File: src/rtl/mbx_pkg.sv
package mbx_pkg;

    localparam int OFS_VERSION  = 'h000;
    localparam int OFS_CONFIG   = 'h010;
    localparam int OFS_RSTSTAT  = 'h014;
    localparam int OFS_DATA     = 'h040;
    localparam int OFS_FULLFLAG = 'h080;
    localparam int OFS_LEVEL    = 'h0C0;
    localparam int OFS_USER     = 'h100;
    localparam int USER_STRIDE  = 8;

    typedef enum logic [3:0] {
        RG_NONE,
        RG_VERSION,
        RG_CONFIG,
        RG_RSTSTAT,
        RG_DATA,
        RG_FULLFLAG,
        RG_LEVEL,
        RG_PEND,
        RG_MASK
    } region_e;

endpackage

File: src/rtl/mbx_decode.sv
module mbx_decode
    import mbx_pkg::*;
#(
    parameter int AW = 9,
    parameter int NQ = 4,
    parameter int NU = 4,
    parameter int IW = 2
) (
    input  logic [AW-1:0] addr,
    output region_e       region,
    output logic [IW-1:0] index
);

    logic [AW-1:0] off_q_data;
    logic [AW-1:0] off_q_full;
    logic [AW-1:0] off_q_lvl;
    logic [AW-1:0] off_user;

    assign off_q_data = addr - AW'(OFS_DATA);
    assign off_q_full = addr - AW'(OFS_FULLFLAG);
    assign off_q_lvl  = addr - AW'(OFS_LEVEL);
    assign off_user   = addr - AW'(OFS_USER);

    always_comb begin
        region = RG_NONE;
        index  = '0;
        if (addr[1:0] == 2'b00) begin
            if (addr == AW'(OFS_VERSION)) begin
                region = RG_VERSION;
            end else if (addr == AW'(OFS_CONFIG)) begin
                region = RG_CONFIG;
            end else if (addr == AW'(OFS_RSTSTAT)) begin
                region = RG_RSTSTAT;
            end else if (addr >= AW'(OFS_DATA) && addr < AW'(OFS_DATA + 4 * NQ)) begin
                region = RG_DATA;
                index  = off_q_data[2 +: IW];
            end else if (addr >= AW'(OFS_FULLFLAG) && addr < AW'(OFS_FULLFLAG + 4 * NQ)) begin
                region = RG_FULLFLAG;
                index  = off_q_full[2 +: IW];
            end else if (addr >= AW'(OFS_LEVEL) && addr < AW'(OFS_LEVEL + 4 * NQ)) begin
                region = RG_LEVEL;
                index  = off_q_lvl[2 +: IW];
            end else if (addr >= AW'(OFS_USER) && addr < AW'(OFS_USER + USER_STRIDE * NU)) begin
                region = off_user[2] ? RG_MASK : RG_PEND;
                index  = off_user[3 +: IW];
            end
        end
    end

endmodule

File: src/rtl/mbx_queue.sv
module mbx_queue #(
    parameter  int DW    = 32,
    parameter  int DEPTH = 4,
    localparam int CW    = $clog2(DEPTH + 1)
) (
    input  logic          clk,
    input  logic          rst_n,
    input  logic          clr,
    input  logic          push,
    input  logic          pop,
    input  logic [DW-1:0] wdata,
    output logic [DW-1:0] head,
    output logic [CW-1:0] count,
    output logic          full,
    output logic          push_ok,
    output logic          pop_ok,
    output logic          notfull_ev
);

    localparam int PW = (DEPTH > 1) ? $clog2(DEPTH) : 1;

    typedef struct packed {
        logic [DEPTH-1:0][DW-1:0] mem;
        logic [PW-1:0]            rd;
        logic [PW-1:0]            wp;
        logic [CW-1:0]            cnt;
    } q_state_t;

    q_state_t st_d, st_q;

    function automatic logic [PW-1:0] step(input logic [PW-1:0] p);
        return (p == PW'(DEPTH - 1)) ? '0 : p + PW'(1);
    endfunction

    assign full       = (st_q.cnt == CW'(DEPTH));
    assign push_ok    = push && !full && !clr;
    assign pop_ok     = pop && (st_q.cnt != '0) && !clr;
    assign notfull_ev = pop_ok && full;
    assign head       = st_q.mem[st_q.rd];
    assign count      = st_q.cnt;

    always_comb begin
        st_d = st_q;
        if (clr) begin
            st_d.rd  = '0;
            st_d.wp  = '0;
            st_d.cnt = '0;
        end else begin
            if (push_ok) begin
                st_d.mem[st_q.wp] = wdata;
                st_d.wp           = step(st_q.wp);
                st_d.cnt          = st_q.cnt + CW'(1);
            end
            if (pop_ok) begin
                st_d.rd  = step(st_q.rd);
                st_d.cnt = st_q.cnt - CW'(1);
            end
        end
    end

    always_ff @(posedge clk or negedge rst_n) begin
        if (!rst_n) begin
            st_q <= '0;
        end else begin
            st_q <= st_d;
        end
    end

endmodule

File: src/rtl/mbx_irq_bank.sv
module mbx_irq_bank #(
    parameter int NU = 4,
    parameter int NQ = 4,
    parameter int DW = 32,
    parameter int IW = 2
) (
    input  logic                   clk,
    input  logic                   rst_n,
    input  logic                   clr,
    input  logic [NQ-1:0]          ev_new,
    input  logic [NQ-1:0]          ev_notfull,
    input  logic                   wr_en,
    input  logic                   wr_mask,
    input  logic [IW-1:0]          wr_user,
    input  logic [DW-1:0]          wdata,
    output logic [NU-1:0][DW-1:0]  pend_o,
    output logic [NU-1:0][DW-1:0]  mask_o,
    output logic [NU-1:0]          irq_o
);

    localparam int NB = 2 * NQ;

    typedef struct packed {
        logic [NU-1:0][DW-1:0] pend;
        logic [NU-1:0][DW-1:0] mask;
    } bank_t;

    bank_t bk_d, bk_q;
    logic [DW-1:0] ev_vec;
    logic [DW-1:0] valid_bits;

    // event bit layout, arrival on even bits and not-full on odd bits
    for (genvar q = 0; q < NQ; q++) begin : g_ev
        assign ev_vec[2*q]   = ev_new[q];
        assign ev_vec[2*q+1] = ev_notfull[q];
    end
    if (NB < DW) begin : g_ev_pad
        assign ev_vec[DW-1:NB] = '0;
    end

    for (genvar b = 0; b < DW; b++) begin : g_valid
        assign valid_bits[b] = (b < NB);
    end

    always_comb begin
        bk_d = bk_q;
        for (int u = 0; u < NU; u++) begin
            if (clr) begin
                bk_d.pend[u] = '0;
                bk_d.mask[u] = '0;
            end else begin
                if (wr_en && !wr_mask && wr_user == IW'(u)) begin
                    bk_d.pend[u] = bk_q.pend[u] & ~wdata;
                end
                bk_d.pend[u] = bk_d.pend[u] | ev_vec;
                if (wr_en && wr_mask && wr_user == IW'(u)) begin
                    bk_d.mask[u] = wdata & valid_bits;
                end
            end
        end
    end

    always_ff @(posedge clk or negedge rst_n) begin
        if (!rst_n) begin
            bk_q <= '0;
        end else begin
            bk_q <= bk_d;
        end
    end

    assign pend_o = bk_q.pend;
    assign mask_o = bk_q.mask;

    for (genvar u = 0; u < NU; u++) begin : g_irq
        assign irq_o[u] = |(bk_q.pend[u] & bk_q.mask[u]);
    end

endmodule

File: src/rtl/mbx_sysctl.sv
module mbx_sysctl #(
    parameter int SRST_CYCLES = 4
) (
    input  logic       clk,
    input  logic       rst_n,
    input  logic       cfg_wr,
    input  logic       wr_autoidle,
    input  logic       wr_reset_req,
    input  logic [1:0] wr_idle,
    output logic       busy,
    output logic       done,
    output logic       autoidle,
    output logic [1:0] idle_mode
);

    localparam int TW = (SRST_CYCLES > 1) ? $clog2(SRST_CYCLES) : 1;

    typedef struct packed {
        logic          busy;
        logic          done;
        logic [TW-1:0] timer;
        logic          autoidle;
        logic [1:0]    idle;
    } sys_t;

    sys_t sy_d, sy_q;

    always_comb begin
        sy_d = sy_q;
        if (sy_q.busy) begin
            if (sy_q.timer == '0) begin
                sy_d.busy = 1'b0;
                sy_d.done = 1'b1;
            end else begin
                sy_d.timer = sy_q.timer - TW'(1);
            end
        end else if (cfg_wr) begin
            sy_d.autoidle = wr_autoidle;
            sy_d.idle     = wr_idle;
            if (wr_reset_req) begin
                sy_d.busy  = 1'b1;
                sy_d.done  = 1'b0;
                sy_d.timer = TW'(SRST_CYCLES - 1);
            end
        end
    end

    always_ff @(posedge clk or negedge rst_n) begin
        if (!rst_n) begin
            sy_q <= '{busy: 1'b0, done: 1'b1, timer: '0, autoidle: 1'b0, idle: 2'b00};
        end else begin
            sy_q <= sy_d;
        end
    end

    assign busy      = sy_q.busy;
    assign done      = sy_q.done;
    assign autoidle  = sy_q.autoidle;
    assign idle_mode = sy_q.idle;

endmodule

File: src/rtl/mbx_top.sv
module mbx_top
    import mbx_pkg::*;
#(
    parameter int NQ          = 4,
    parameter int NU          = 4,
    parameter int DEPTH       = 4,
    parameter int DW          = 32,
    parameter int AW          = 9,
    parameter int SRST_CYCLES = 4,
    parameter int VER_MAJOR   = 1,
    parameter int VER_MINOR   = 0
) (
    input  logic          clk,
    input  logic          rst_n,
    input  logic          bus_sel,
    input  logic          bus_wr,
    input  logic [AW-1:0] bus_addr,
    input  logic [DW-1:0] bus_wdata,
    output logic [DW-1:0] bus_rdata,
    output logic [NU-1:0] irq_o
);

    localparam int CW   = $clog2(DEPTH + 1);
    localparam int MAXN = (NQ > NU) ? NQ : NU;
    localparam int IW   = (MAXN > 1) ? $clog2(MAXN) : 1;

    region_e              region;
    logic [IW-1:0]        index;
    logic [NQ-1:0][DW-1:0] q_head;
    logic [NQ-1:0][CW-1:0] q_count_flat;
    logic [NQ-1:0]        q_full;
    logic [NQ-1:0]        q_push_ok;
    logic [NQ-1:0]        q_pop_ok;
    logic [NQ-1:0]        q_nf_ev;
    logic [NU-1:0][DW-1:0] irq_status;
    logic [NU-1:0][DW-1:0] irq_enable;
    logic                 sys_busy;
    logic                 sys_done;
    logic                 sys_autoidle;
    logic [1:0]           sys_idle;
    logic                 wr_access;
    logic                 rd_access;

    assign wr_access = bus_sel && bus_wr;
    assign rd_access = bus_sel && !bus_wr;

    mbx_decode #(.AW(AW), .NQ(NQ), .NU(NU), .IW(IW)) u_decode (
        .addr   (bus_addr),
        .region (region),
        .index  (index)
    );

    // one queue per index, push on data write, pop on data read
    for (genvar q = 0; q < NQ; q++) begin : g_queue
        logic hit;
        assign hit = (region == RG_DATA) && (index == IW'(q));
        mbx_queue #(.DW(DW), .DEPTH(DEPTH)) u_queue (
            .clk        (clk),
            .rst_n      (rst_n),
            .clr        (sys_busy),
            .push       (wr_access && hit),
            .pop        (rd_access && hit),
            .wdata      (bus_wdata),
            .head       (q_head[q]),
            .count      (q_count_flat[q]),
            .full       (q_full[q]),
            .push_ok    (q_push_ok[q]),
            .pop_ok     (q_pop_ok[q]),
            .notfull_ev (q_nf_ev[q])
        );
    end

    // per-user pending and mask words
    mbx_irq_bank #(.NU(NU), .NQ(NQ), .DW(DW), .IW(IW)) u_irq (
        .clk        (clk),
        .rst_n      (rst_n),
        .clr        (sys_busy),
        .ev_new     (q_push_ok),
        .ev_notfull (q_nf_ev),
        .wr_en      (wr_access && (region == RG_PEND || region == RG_MASK)),
        .wr_mask    (region == RG_MASK),
        .wr_user    (index),
        .wdata      (bus_wdata),
        .pend_o     (irq_status),
        .mask_o     (irq_enable),
        .irq_o      (irq_o)
    );

    // reset sequencer and idle policy fields
    mbx_sysctl #(.SRST_CYCLES(SRST_CYCLES)) u_sys (
        .clk          (clk),
        .rst_n        (rst_n),
        .cfg_wr       (wr_access && region == RG_CONFIG),
        .wr_autoidle  (bus_wdata[0]),
        .wr_reset_req (bus_wdata[1]),
        .wr_idle      (bus_wdata[4:3]),
        .busy         (sys_busy),
        .done         (sys_done),
        .autoidle     (sys_autoidle),
        .idle_mode    (sys_idle)
    );

    // anything not decoded reads as zero
    always_comb begin
        bus_rdata = '0;
        unique case (region)
            RG_VERSION:  bus_rdata = DW'({VER_MAJOR[3:0], VER_MINOR[3:0]});
            RG_CONFIG:   bus_rdata = DW'({sys_idle, 1'b0, sys_busy, sys_autoidle});
            RG_RSTSTAT:  bus_rdata = DW'(sys_done);
            RG_DATA:     bus_rdata = (q_count_flat[index] != '0 && !sys_busy) ? q_head[index] : '0;
            RG_FULLFLAG: bus_rdata = DW'(q_full[index]);
            RG_LEVEL:    bus_rdata = DW'(q_count_flat[index]);
            RG_PEND:     bus_rdata = irq_status[index];
            RG_MASK:     bus_rdata = irq_enable[index];
            default:     bus_rdata = '0;
        endcase
    end

endmodule

File: config.mk
export PLATFORM = sky130hd
export DESIGN_NAME = mbx_top
export DESIGN_NICKNAME = d
export VERILOG_FILES = /design/src/rtl/mbx_pkg.sv /design/src/rtl/mbx_decode.sv /design/src/rtl/mbx_queue.sv /design/src/rtl/mbx_irq_bank.sv /design/src/rtl/mbx_sysctl.sv /design/src/rtl/mbx_top.sv
export SDC_FILE = /design/constraint.sdc
export NUM_CORES = 1
export LEC_CHECK = 0
export ABC_AREA = 0
export BUFFER_PORTS_ARGS = -buffer_cell sky130_fd_sc_hd__buf_2
export CAP_MARGIN = 20
export CORE_MARGIN = 2
export CORE_UTILIZATION = 50
export DETAILED_ROUTE_END_ITERATION = 12
export PLACE_DENSITY = 0.72
export SLEW_MARGIN = 10
export SYNTH_ARGS = -nofsm -noshare
export SYNTH_HDL_FRONTEND = slang
export SYNTH_SLANG_ARGS = --single-unit
File: constraint.sdc
create_clock -name clk -period 8.9 [get_ports clk]
set_clock_uncertainty 0.05 [all_clocks]
set_input_delay 1.78 -clock clk [delete_from_list [all_inputs] [get_ports clk]]
set_output_delay 1.78 -clock clk [all_outputs]
set_load 0.02 [all_outputs]
==> reports/metrics.csv <==
metric,value,unit
Final period util,81.1,%
Main synth FF type,dfrtp_1,
Synth Area in Compound Gates,7.26,%
leading area contributor after synthesis,dfrtp_1,
number of global-route vias before repair,23400,
H-tree depth,3,
top-count cell post-synth,dfrtp_1,
drc violations,0,
Clock Tree Buf Depth,3,
Post-DP Area,34200,µm²
post-CTS setup buffers,0,
Cells after Synth,2623,
RSZ-0062 raised after global routing,false,
# rows,94,
post-synth cell types,82,
Setup crit end kind,output pin,
Slowest cell on crit path,buf_4,
placed cells,3361,
dpl hpwl,55400,µm
sequential-to-total area share from yosys stat,53.0,%
area fraction of the dominant cell type after synthesis,52.9,%
initial antenna violation count,3,
filler instances,5280,
top post-synthesis cells by count,"dfrtp_1 (706), mux2_2 (493), nand2_1 (304), clkbuf_1 (177), mux4_2 (128)",
Slew @ Worst Pin,1.16,ns
die area,68800,µm²
CP startpoint kind,input port,
number of buffers and inverters on the critical path,4,
post-synth net total,2693,
CTS Buf Count,72,
drt first pass iters,5,
Ys Warns,0,
multi-input logic area,14600,µm²
Ports,81,
first-pass GRT wire length,144000,µm
largest family of logic cells by synthesized area,multiplexers,
Vias per Instance,6.38,
status,"finished, final reports clean",
GPL Wtd Cong,0.943,
fin cells,3499,
hold_buf cts,0,
fin util,55.8,%
Pins Over Slew Limit,0,
Power Density,184,nW/µm²
FF+latch area,17700,µm²
Synth Area in Adders,0.982,%
XOR/XNOR Fraction of Synth Area,0.131,%
Mapped Area,33400,µm²
"Largest stage delay, worst path",0.69,ns
routed wire length per instance,26.5,µm
I/O Buffers,80,
clock transition at the registers of the reported paths,0.06,ns
Period minus WS final,7.22,ns
largest net degree at the start of global routing,163,
kind of critical path,input port to output pin,
post-synthesis simple-gate area fraction,7.82,%
"EDFF count, synth",0,
Die Height,262,µm
CTS Root Cell,clkbuf_16,
cts repair resizes,0,
CP max FO,65,
Mapped Avg Cell Area,12.7,µm²
P&R area growth vs syn,10.3,%
final wirelength,92700,µm
NumNets Final,2646,
"Design Area, Final",36800,µm²
critical path required time,7.07,ns
mux share of post-synthesis cell area,27.2,%
Fmax achieved,0.139,GHz
maxcap violations,0,
"Async S/R FF share, synth",100,%
DRT iter0 DRCs,2037,
initial core utilization,50.6,%
CP cell instances,buf_2 -> nor4b_2 -> a32o_4 -> buf_4 -> nand2_1 -> o22ai_1 -> a21oi_1 -> o21ai_2 -> buf_4 -> o21ai_0 -> buf_2,
total power draw,6.78,mW
family with the most delay on the worst path,buffers and inverters,
via count,22300,
grt total ovfl,0,
"Setup violations, final",0,
Die X,262,µm
Setup Total Neg Slack,0,ns
CTS tree,built,
Tot GR Track Use,27.2,%
Hold Crit Class,flop to flop,
Max rail drop VDD,0.000168,V
share of layout cells above drive strength 1,35.6,%
Slew headroom,22.8,%
clk sinks,707,
LEAKAGE,17.3,nW
Antenna Violating Nets Remaining,0,
Worst-Skew Late Latency,0.61,ns
largest cells by area after synthesis,"dfrtp_1 (53%), mux2_2 (17%), mux4_2 (8.6%)",
Yosys reg bits,707,
core area,66000,µm²
CP arrival,5.39,ns
count of final hold-check violations,0,
# diodes,0,
## routing by layer
layer,up-vias,share of wire (%),GRT usage [%]
li1,9443,-,-
met4,4,3.4,9.82
met5,-,0.025,0
met2,906,47,43.5
met1,11800,42,36.9
met3,189,7.6,5.69
## layout make-up
type	count	area share, %
inverter	23	0.238
tap	864	2.94
sequential	707	48.1
timing repair buffer	126	2.41
clock inverter	21	0.720
multi-input combinational	1646	39.6
clock buffer	112	6.02
## power breakdown
group	internal, mW	switching, mW
clock network	1.84	1.30
registers	3.25	0.0242
logic	0.104	0.251
## sequential cells by signal, indices dropped and copies added, names as in the netlist
| register | flops |
|---|---|
| u_irq.mask_o | 32 |
| u_sys.sy_q | 2 |
| u_irq.pend_o | 128 |
| u_sys.autoidle | 1 |
| u_sys.idle_mode | 2 |
| g_queue.u_queue.count | 12 |
| u_sys.done | 1 |
| u_sys.busy | 1 |
| g_queue.u_queue.st_q | 528 |
## cells by family after synthesis
logic type | after synthesis
flip-flops | 707
adder cells (fa/ha/maj) | 25
AO/OA/AOI/OAI | 364
AND/OR/NAND/NOR | 571
multiplexers | 681
XOR/XNOR | 5
buffers and inverters | 270
## cell usage in the layout (no fill, tap or decap), drive strengths merged, types with 18 or more instances in the layout
| cell type | netlist | routed |
|---|---|---|
| o21ai | 49 | 49 |
| nand2 | 307 | 307 |
| mux2 | 519 | 519 |
| dfrtp | 706 | 706 |
| ha | 23 | 23 |
| a31oi | 59 | 59 |
| nor2 | 106 | 106 |
| nor3 | 30 | 30 |
| a21oi | 90 | 90 |
| clkbuf | 178 | 112 |
| o221ai | 35 | 35 |
| a31o | 18 | 18 |
| and3 | 51 | 51 |
| mux2i | 34 | 34 |
| a22oi | 19 | 19 |
| buf | 69 | 126 |
| o22ai | 38 | 38 |
| mux4 | 128 | 128 |
| inv | 23 | 24 |
## through the flow
stage	hold WS (ns)	setup WS, ns
after floorplan	0.403	2.81
after global placement	0.412	1.89
final	0.437	1.68
after global routing	0.455	1.51
after CTS	0.439	1.80
after detailed placement	0.426	1.79
## worst paths after layout
path / start / end / slack [ns] / cells past startpoint
max reg2reg: u_sys.busy / g_queue[2].u_queue.st_q[45] / 5.25 / 5
max: bus_addr[7] / bus_rdata[9] / 1.68 / 11
min in group asynchronous: rst_n / g_queue[0].u_queue.st_q[73] / 1.12 / 1
min: g_queue[3].u_queue.st_q[13] / g_queue[3].u_queue.st_q[13] / 0.44 / 1
min reg2reg: g_queue[3].u_queue.st_q[13] / g_queue[3].u_queue.st_q[13] / 0.44 / 1
max in group asynchronous: rst_n / g_queue[0].u_queue.st_q[5] / 6.06 / 2
No activity file was read; power rests on OpenSTA's default activity.
